--- config.mk ---
export PLATFORM = sky130hd
export DESIGN_NAME = fp_unpack
export DESIGN_NICKNAME = d
export VERILOG_FILES = /design/src/rtl/fp_unpack_pkg.sv /design/src/rtl/fp_unpack_lzc.sv /design/src/rtl/fp_unpack_class.sv /design/src/rtl/fp_unpack_norm.sv /design/src/rtl/fp_unpack.sv
export SDC_FILE = /design/constraint.sdc
export NUM_CORES = 1
export LEC_CHECK = 0
export BUFFER_PORTS_ARGS = -buffer_cell sky130_fd_sc_hd__buf_2
export CAP_MARGIN = 40
export CORE_MARGIN = 4
export CORE_UTILIZATION = 55
export DETAILED_ROUTE_END_ITERATION = 8
export HOLD_SLACK_MARGIN = 0.05
export PLACE_DENSITY = 0.77
export SETUP_SLACK_MARGIN = 0.02
export SLEW_MARGIN = 20
export SYNTH_ARGS = -nofsm -noshare
export SYNTH_HDL_FRONTEND = slang
export SYNTH_HIERARCHICAL = 1
export SYNTH_SLANG_ARGS = --single-unit
--- constraint.sdc ---
create_clock -name clk -period 5.56 [get_ports clk]
set_input_delay 1.39 -clock clk [delete_from_list [all_inputs] [get_ports clk]]
set_output_delay 1.39 -clock clk [all_outputs]
set_load 0.005 [all_outputs]
--- src/rtl/fp_unpack_pkg.sv ---
package fp_unpack_pkg;
  localparam int WIDE_W = 64;

  typedef enum logic [2:0] {
    CLS_ZERO   = 3'd0,
    CLS_NORMAL = 3'd1,
    CLS_INF    = 3'd2,
    CLS_QNAN   = 3'd3,
    CLS_SNAN   = 3'd4
  } fp_class_e;
endpackage

--- src/rtl/fp_unpack_lzc.sv ---
// Leading-zero counter over the stored fraction field.
module fp_unpack_lzc #(
  parameter int W     = 10,
  localparam int CNT_W = $clog2(W + 1)
) (
  input  logic [W-1:0]     vec_i,
  output logic [CNT_W-1:0] cnt_o
);
  always_comb begin
    cnt_o = CNT_W'(W);
    for (int i = 0; i < W; i++) begin
      if (vec_i[i]) cnt_o = CNT_W'(W - 1 - i);
    end
  end
endmodule

--- src/rtl/fp_unpack_class.sv ---
// Decides the operand class from the field summaries and the mode inputs.
module fp_unpack_class
  import fp_unpack_pkg::*;
(
  input  logic      exp_zero_i,
  input  logic      exp_ones_i,
  input  logic      frac_nz_i,
  input  logic      frac_top_i,
  input  logic      flush_i,
  input  logic      alt_i,
  output fp_class_e cls_o,
  output logic      flushed_o
);
  always_comb begin
    flushed_o = 1'b0;
    if (exp_zero_i) begin
      if (frac_nz_i && !flush_i) begin
        cls_o = CLS_NORMAL;
      end else begin
        cls_o     = CLS_ZERO;
        flushed_o = frac_nz_i;
      end
    end else if (!exp_ones_i || alt_i) begin
      cls_o = CLS_NORMAL;
    end else if (!frac_nz_i) begin
      cls_o = CLS_INF;
    end else begin
      cls_o = frac_top_i ? CLS_QNAN : CLS_SNAN;
    end
  end
endmodule

--- src/rtl/fp_unpack_norm.sv ---
// Subnormal path: shifts the leading one to the top and adjusts the exponent.
module fp_unpack_norm #(
  parameter int FRAC_W = 10,
  parameter int UEXP_W = 7,
  parameter int BIAS   = 15,
  localparam int CNT_W = $clog2(FRAC_W + 1),
  localparam int WW    = fp_unpack_pkg::WIDE_W
) (
  input  logic [WW-1:0]            aligned_i,
  input  logic [CNT_W-1:0]         lz_i,
  output logic [WW-1:0]            mant_o,
  output logic signed [UEXP_W-1:0] exp_o
);
  localparam int SH_W = $clog2(WW);
  localparam logic signed [UEXP_W-1:0] NEG_BIAS = -UEXP_W'(BIAS);

  logic [SH_W-1:0] shamt;

  always_comb begin
    shamt  = SH_W'(lz_i) + SH_W'(1);
    mant_o = aligned_i << shamt;
    exp_o  = NEG_BIAS - $signed(UEXP_W'(lz_i));
  end
endmodule

--- src/rtl/fp_unpack.sv ---
module fp_unpack
  import fp_unpack_pkg::*;
#(
  parameter int EXP_W = 5,
  parameter int FRAC_W = 10,
  localparam int OP_W   = EXP_W + FRAC_W + 1,
  localparam int UEXP_W = EXP_W + 2,
  localparam int WW     = WIDE_W
) (
  input  logic                     clk,
  input  logic                     rst,
  input  logic                     flush_sub_i,
  input  logic                     alt_fmt_i,
  input  logic [OP_W-1:0]          op_i,
  output logic [2:0]               cls_o,
  output logic                     sign_o,
  output logic signed [UEXP_W-1:0] exp_o,
  output logic [WW-1:0]            mant_o,
  output logic                     sub_flush_o
);
  localparam int BIAS  = (1 << (EXP_W - 1)) - 1;
  localparam int PAD_W = WW - 1 - FRAC_W;
  localparam int CNT_W = $clog2(FRAC_W + 1);
  localparam logic signed [UEXP_W-1:0] BIAS_S = UEXP_W'(BIAS);

  logic [EXP_W-1:0]  exp_f;
  logic [FRAC_W-1:0] frac_f;
  logic [WW-1:0]     aligned, sub_mant, mant_n;
  logic [CNT_W-1:0]  lz;
  logic signed [UEXP_W-1:0] sub_exp, exp_n, exp_unb;
  fp_class_e cls_n;
  logic      flushed_n;

  assign exp_f   = op_i[FRAC_W +: EXP_W];
  assign frac_f  = op_i[FRAC_W-1:0];
  assign aligned = {1'b0, frac_f, {PAD_W{1'b0}}};
  assign exp_unb = $signed(UEXP_W'(exp_f)) - BIAS_S;

  fp_unpack_lzc #(.W(FRAC_W)) u_lzc (
    .vec_i (frac_f),
    .cnt_o (lz)
  );

  fp_unpack_class u_class (
    .exp_zero_i (exp_f == '0),
    .exp_ones_i (&exp_f),
    .frac_nz_i  (|frac_f),
    .frac_top_i (frac_f[FRAC_W-1]),
    .flush_i    (flush_sub_i),
    .alt_i      (alt_fmt_i),
    .cls_o      (cls_n),
    .flushed_o  (flushed_n)
  );

  fp_unpack_norm #(.FRAC_W(FRAC_W), .UEXP_W(UEXP_W), .BIAS(BIAS)) u_norm (
    .aligned_i (aligned),
    .lz_i      (lz),
    .mant_o    (sub_mant),
    .exp_o     (sub_exp)
  );

  always_comb begin
    exp_n  = '0;
    mant_n = '0;
    unique case (cls_n)
      CLS_NORMAL: begin
        if (exp_f == '0) begin
          exp_n  = sub_exp;
          mant_n = sub_mant;
        end else begin
          exp_n  = exp_unb;
          mant_n = {1'b1, frac_f, {PAD_W{1'b0}}};
        end
      end
      CLS_INF:            exp_n = exp_unb;
      CLS_QNAN, CLS_SNAN: begin
        exp_n  = exp_unb;
        mant_n = aligned;
      end
      default: ;
    endcase
  end

  always_ff @(posedge clk) begin
    if (rst) begin
      cls_o       <= CLS_ZERO;
      sign_o      <= 1'b0;
      exp_o       <= '0;
      mant_o      <= '0;
      sub_flush_o <= 1'b0;
    end else begin
      cls_o       <= cls_n;
      sign_o      <= op_i[OP_W-1];
      exp_o       <= exp_n;
      mant_o      <= mant_n;
      sub_flush_o <= flushed_n;
    end
  end

  AST_RST_CLEAR: assert property (@(posedge clk)
    rst |=> (cls_o == CLS_ZERO && mant_o == '0 && !sub_flush_o));
  AST_NORM_LEAD: assert property (@(posedge clk) disable iff (rst)
    (cls_o == CLS_NORMAL) |-> mant_o[WW-1]);
  AST_FLUSH_ZERO: assert property (@(posedge clk) disable iff (rst)
    sub_flush_o |-> (cls_o == CLS_ZERO && mant_o == '0));
  AST_NAN_NO_LEAD: assert property (@(posedge clk) disable iff (rst)
    (cls_o == CLS_QNAN || cls_o == CLS_SNAN) |-> (!mant_o[WW-1] && mant_o != '0));
  AST_QUIET_BIT: assert property (@(posedge clk) disable iff (rst)
    (cls_o == CLS_QNAN) |-> mant_o[WW-2]);
  AST_ALT_NO_SPECIAL: assert property (@(posedge clk) disable iff (rst)
    (!$past(rst) && $past(alt_fmt_i)) |-> (cls_o == CLS_ZERO || cls_o == CLS_NORMAL));
  AST_SIGN_PASS: assert property (@(posedge clk) disable iff (rst)
    !$past(rst) |-> (sign_o == $past(op_i[OP_W-1])));
endmodule

After elaboration in Yosys (flattened, before gate mapping):

Cells that the tools add are included.

* register bits after elaboration: 76
* bits in latches: 0
* memory bits (writable): 0
* bits in read-only memories: 0
* bits of input ports: 20
* output and inout bits: 76
* logic and storage cells: 43
* memories: 0

* $add $sub $neg: 3
* $mul: 0
* div/mod/pow operators: 0
* $lt $le $gt $ge: 0
* equal/unequal tests: 4
* shifts and indexed selects: 1
* multiplexer cells: 19
* bitwise gates (word level): 1
* reduce and logical (&&, ||, !) cells: 10

Operators by type and width (count)
* $pmux 64 s2: 1
* $mux 64: 1
* $shl 63x6->64: 1
* $mux 4: 8
* $pmux 7 s2: 1
* $mux 3: 4
* $reduce_or 10->1: 1
* $mux 7: 1
* $eq 3x2->1 const B: 2
* $reduce_or 3->1: 2
* $sub 5x4->6 const B: 1
* $sub 5x5->6 const A: 1
* $add 4x1->5 const B: 1
* $logic_not 5->1: 1
* $reduce_and 5->1: 1
* $mux 2: 2
* $eq 3x1->1 const B: 1
* $eq 3x3->1 const B: 1
* $logic_not 1->1: 2
* $reduce_or 2->1: 1
* $logic_and 1x1->1: 1
* $logic_or 1x1->1: 1
* $mux 1: 1
* $not 1->1: 1

Logic depth before layout (Yosys ltp):

* depth after elaboration: 14
* gate-level depth with buffers: 16
* mapped depth without buffers: 11

By module:

Netlist, hierarchy kept.

By module, submodules not included
* fp_unpack_norm: times used 1, cells an instance 484, area an instance 4090.2 um^2, sequential area each 0.0 um^2
* fp_unpack: times used 1, cells an instance 207, area an instance 2417.3 um^2, sequential area each 1521.5 um^2
* fp_unpack_lzc: times used 1, cells an instance 17, area an instance 97.6 um^2, sequential area each 0.0 um^2
* fp_unpack_class: times used 1, cells an instance 9, area an instance 65.1 um^2, sequential area each 0.0 um^2

Worst setup path before layout:

Ideal clock, no wire load.

* kind: input -> register
* start point: input port op_i[1]
* end point: register mant_o[53]
* setup time: 0.127 ns
* arrival: 3.912 ns
* required time: 5.433 ns
* slack: 1.520 ns
* cell stages on the path: 14
* path buffers: 3
* cells stage by stage: nand2b_1 a221o_1 a221oi_2 ha_1 buf_2 buf_2 buf_4 mux2i_1 mux2i_1 mux4_2 nand2_1 o21ai_0 a22oi_1 nor2_1

* longest elaborated chain between the ends: 13
* elaborated cells between the ends (all ways): 23
* classes of those cells: add/sub (1); eq/ne (3); shift (1); mux (15); reduce/logical (3)

Ends and longest elaborated chain
* start: declaration: line fp_unpack.sv:14 `input logic [OP_W-1:0] op_i,`
* $mux 2: line fp_unpack_lzc.sv:12 `if (vec_i[i]) cnt_o = CNT_W'(W - 1 - i);`
* $mux 4 (8 in series): line fp_unpack_lzc.sv:12
* via lz[0]: line fp_unpack.sv:29 `logic [CNT_W-1:0] lz;`
* $add 4x1->5: line fp_unpack_norm.sv:20 `shamt = SH_W'(lz_i) + SH_W'(1);`
* $shl 63x6->64: line fp_unpack_norm.sv:21 `mant_o = aligned_i << shamt;`
* via sub_mant[53]: line fp_unpack.sv:28 `logic [WW-1:0] aligned, sub_mant, mant_n;`
* $mux 64: line fp_unpack.sv:67 `if (exp_f == '0) begin`
* $pmux 64 s2: line fp_unpack.sv:65 `unique case (cls_n)`
* end signal: assignment: line fp_unpack.sv:95 `mant_o <= mant_n;`
* end: declaration: line fp_unpack.sv:18 `output logic [WW-1:0] mant_o,`

The timed path passes the listed nets, and every way through them passes these cells.
A chain may end at the register's enable or synchronous reset.

Final worst setup path:

* start point: input port op_i[4]
* end point: register mant_o[61]

* longest elaborated chain between the ends: 10
* elaborated cells between the ends (all ways): 20
* classes of those cells: add/sub (1); eq/ne (3); shift (1); mux (12); reduce/logical (3)

Ends and longest elaborated chain (line)
* $mux 4 (6 in series): fp_unpack_lzc.sv:12
* via lz[1]: fp_unpack.sv:29
* $add 4x1->5: fp_unpack_norm.sv:20
* $shl 63x6->64: fp_unpack_norm.sv:21
* via sub_mant[61]: fp_unpack.sv:28
* $mux 64: fp_unpack.sv:67
* $pmux 64 s2: fp_unpack.sv:65

The timed path passes the listed nets, and every way through them passes these cells.

==> flow_metrics.env <==
export IMPL_result_of_the_run="completed"
export IMPL_globalRouteOverflowTotal=0
export IMPL_final_core_util_pct=69.6
export IMPL_worstPathMaxFanout=27
export IMPL_final_max_slew_viol_count=0
export IMPL_timing_worst_slew_pin_value_ps=806
export IMPL_place_detailed_hpwl_mm=13.8
export IMPL_crit_path_start_kind="input pin"
export IMPL_drive_above_1_share_pct=24.3
export IMPL_holdPathEnd="sign_o"
export IMPL_timing_setup_tns_ps=0
export IMPL_hold_path_cell_count=2
export IMPL_min_period_ps=4280
export IMPL_detailedRoute_firstPassIterationCount=5
export IMPL_gp_congestion=0.982
export IMPL_ff_latch_area_mm2=0.00152
export IMPL_initial_core_util_pct=57.2
export IMPL_count_of_buffers_added_by_post_cts_timing_repair_for_setup=0
export IMPL_portBuffers=95
export IMPL_sequential_area_share_after_synthesis_pct=22.8
export IMPL_pin_count_of_the_biggest_net_entering_global_routing=55
export IMPL_post_synth_cell_area_avg_um2=9.30
export IMPL_die_w_um=118
export IMPL_fp_dieArea_mm2=0.0140
export IMPL_first_global_vias=5540
export IMPL_max_slew_margin_rel_pct=46.3
export IMPL_antenna_found_initial=0
export IMPL_cts_resized=0
export IMPL_antenna_left=0
export IMPL_filler_cell_count=934
export IMPL_timing_hold_worst_class="input pin to flip-flop"
export IMPL_synth_warnings=6
export IMPL_cts_buffer_depth=2
export IMPL_drt_wl_total_mm=18.2
export IMPL_synth_edf_count=0
export IMPL_drt_iter0_markers=860
export IMPL_cts_htree_levels=3
export IMPL_power_leakage_nw=3.95
export IMPL_final_min_period_over_clock_period_pct=77.0
export IMPL_design_core_area_mm2=0.0117
export IMPL_achievable_frequency_mhz=234
export IMPL_final_nets=990
export IMPL_areaGrowthSynthToFinish_pct=21.6
export IMPL_asyncSetResetFlopFracSynth_pct=0
export IMPL_cts_made_buffers=9
export IMPL_cellPowerDensity_mw_per_mm2=213
export IMPL_leading_register_cell_type_out_of_synthesis="sky130_fd_sc_hd__dfxtp_1"
export IMPL_row_count=39
export IMPL_clock_slew_seen_by_the_registers_of_the_worst_setup_and_hold_paths_ps=60
export IMPL_grt_use_met1_pct=36.7
export IMPL_detail_route_vias_per_cell=5.58
export IMPL_cts_tree="done"
export IMPL_boundaryPins=96
export IMPL_grt_first_pass_wirelength_mm=28.9
export IMPL_grt_use_met3_pct=6.20
export IMPL_cpMaxStageDelayCell="sky130_fd_sc_hd__a21boi_0"
export IMPL_grt_most_used_layer="met2"
export IMPL_post_route_drc_count=0
export IMPL_dieHeight_um=118
export IMPL_syn_instance_count=717
export IMPL_placed_cell_area_mm2=0.00781
export IMPL_post_drt_wl_per_cell_um=16.4
export IMPL_critical_path_max_stage_delay_ps=640
export IMPL_diodes=0
export IMPL_maxCapViolations=0
export IMPL_cts_sinks=76
export IMPL_post_route_cell_area_mm2=0.00811
export IMPL_synth_lib_cells_used_distinct=75
export IMPL_crit_path_end_kind="flip-flop"
export IMPL_worst_ir_drop_vdd_mv=0.129
export IMPL_cp_required_ps=5830
export IMPL_multi_input_area_mm2=0.00548
export IMPL_vias=6202
export IMPL_use_met2_pct=37.6
export IMPL_globalRouteTotalUtil_pct=25.5
export IMPL_crit_arrival_ps=4550
export IMPL_cts_root_buf="sky130_fd_sc_hd__clkbuf_16"
export IMPL_hold_path_startpoint="op_i[15]"
export IMPL_crit_chain="buf_2 > nor2_1 > o31ai_1 > a21boi_0 > ha_1 > nand3_1 > nand2_2 > buf_4 > a31oi_1 > a31oi_1 > a22oi_1 > nor2_1"
export IMPL_grt_setup_unrepaired="no"
export IMPL_cts_hold_repair_buffers=0
export IMPL_cpLargestDelayFamily="compound AO/OA/AOI/OAI gates"
export IMPL_synth_seq_cells=76
export IMPL_fin_total_pwr_mw=1.73
export IMPL_post_synth_instance_area_mm2=0.00667
export IMPL_number_of_hold_violations_in_the_final_report=0
export IMPL_sum_of_buffers_and_inverters_on_the_critical_path=2
export IMPL_critPathKind="input pin to flip-flop"
export IMPL_setup_viol=0
area by class of cell:
type                       count  area share [%]
timing repair buffer         111            7.59
clock inverter                 7           0.601
tap                          143            2.21
multi-input combinational    755            67.5
inverter                      11           0.571
clock buffer                   9            2.78
sequential                    76            18.8
synthesized netlist by cell type (5+ instances only):
library cell               count  area, um2
sky130_fd_sc_hd__nand3_1       9       45.0
sky130_fd_sc_hd__clkbuf_1     16       60.1
sky130_fd_sc_hd__o21ai_0      21        105
sky130_fd_sc_hd__nor2_1       67        251
sky130_fd_sc_hd__buf_1         6       22.5
sky130_fd_sc_hd__mux2i_1      91        911
sky130_fd_sc_hd__and3_1        7       43.8
sky130_fd_sc_hd__a31oi_1       7       43.8
sky130_fd_sc_hd__nand2_1      66        248
sky130_fd_sc_hd__buf_2        21        105
sky130_fd_sc_hd__buf_4        12       90.1
sky130_fd_sc_hd__inv_1        10       37.5
sky130_fd_sc_hd__a21oi_1      25        125
sky130_fd_sc_hd__mux2_2       43        484
sky130_fd_sc_hd__o211ai_1      5       37.5
sky130_fd_sc_hd__a22oi_1      17        128
sky130_fd_sc_hd__dfxtp_1      76       1520
sky130_fd_sc_hd__buf_6         7       78.8
sky130_fd_sc_hd__a21o_1        8       60.1
sky130_fd_sc_hd__ha_1          6       75.1
sky130_fd_sc_hd__o22ai_1      10       62.6
sky130_fd_sc_hd__and2_1       56        350
sky130_fd_sc_hd__nor3_1        9       45.0
sky130_fd_sc_hd__mux4_2       41        923
stage by stage:
step           hold slack (ps)  std cells  worst slack, ps
2_1_floorplan             1460        905             1520
3_3_place_gp              1600       1095             1040
3_5_place_dp              1610       1095             1060
4_1_cts                   1260       1111             1390
5_1_grt                   1290       1112             1080
6_report                  1270       1112             1280
how the worst max path moves through the flow:
stage	slack, ps	cells past startpoint	startpoint	end
6_report	1280	12	op_i[4]	mant_o[61]
5_1_grt	1080	12	op_i[4]	mant_o[61]
4_1_cts	1390	12	op_i[1]	mant_o[55]
3_5_place_dp	1060	12	op_i[4]	mant_o[61]
3_3_place_gp	1040	12	op_i[1]	mant_o[55]
2_1_floorplan	1520	14	op_i[1]	mant_o[53]
power breakdown:
group | switching [mW] | internal (mW)
Clock | 0.226 | 0.303
Sequential | 0.00320 | 0.557
Combinational | 0.359 | 0.283
cell families after synthesis:
family	count (synthesis)	synth area share [%]
and+or+nand+nor	239	18.1
muxes	180	36.4
AOI/OAI and AO/OA	135	14.2
DFF	76	22.8
buffers and inverters	74	6.25
adders and majority gates	6	1.13
xor gates and xnor gates	5	1.05
other	2	0.113
sequential cells by signal, indices dropped and copies added (netlist names):
register,cells
cls_o,3
exp_o,7
mant_o,64
sign_o,1
sub_flush_o,1
cell usage in the layout, fill, tap and decap left out, types with 15 or more instances in the layout:
cell type                 synthesis  final
sky130_fd_sc_hd__conb_1           2    190
sky130_fd_sc_hd__buf_2           21     95
sky130_fd_sc_hd__mux2i_1         91     91
sky130_fd_sc_hd__dfxtp_1         76     76
sky130_fd_sc_hd__nor2_1          67     66
sky130_fd_sc_hd__nand2_1         66     65
sky130_fd_sc_hd__and2_1          56     56
sky130_fd_sc_hd__mux2_2          43     43
sky130_fd_sc_hd__mux4_2          41     41
sky130_fd_sc_hd__a21oi_1         25     25
sky130_fd_sc_hd__o21ai_0         21     21
sky130_fd_sc_hd__a22oi_1         17     17
sky130_fd_sc_hd__buf_4           12     15
layer usage:
layer | vias up | wire (um)
met5 | - | 0
met4 | 0 | 454
met2 | 334 | 7900
li1 | 2953 | -
met1 | 2862 | 7950
met3 | 53 | 1930
Power figures use the tool's default switching activity.
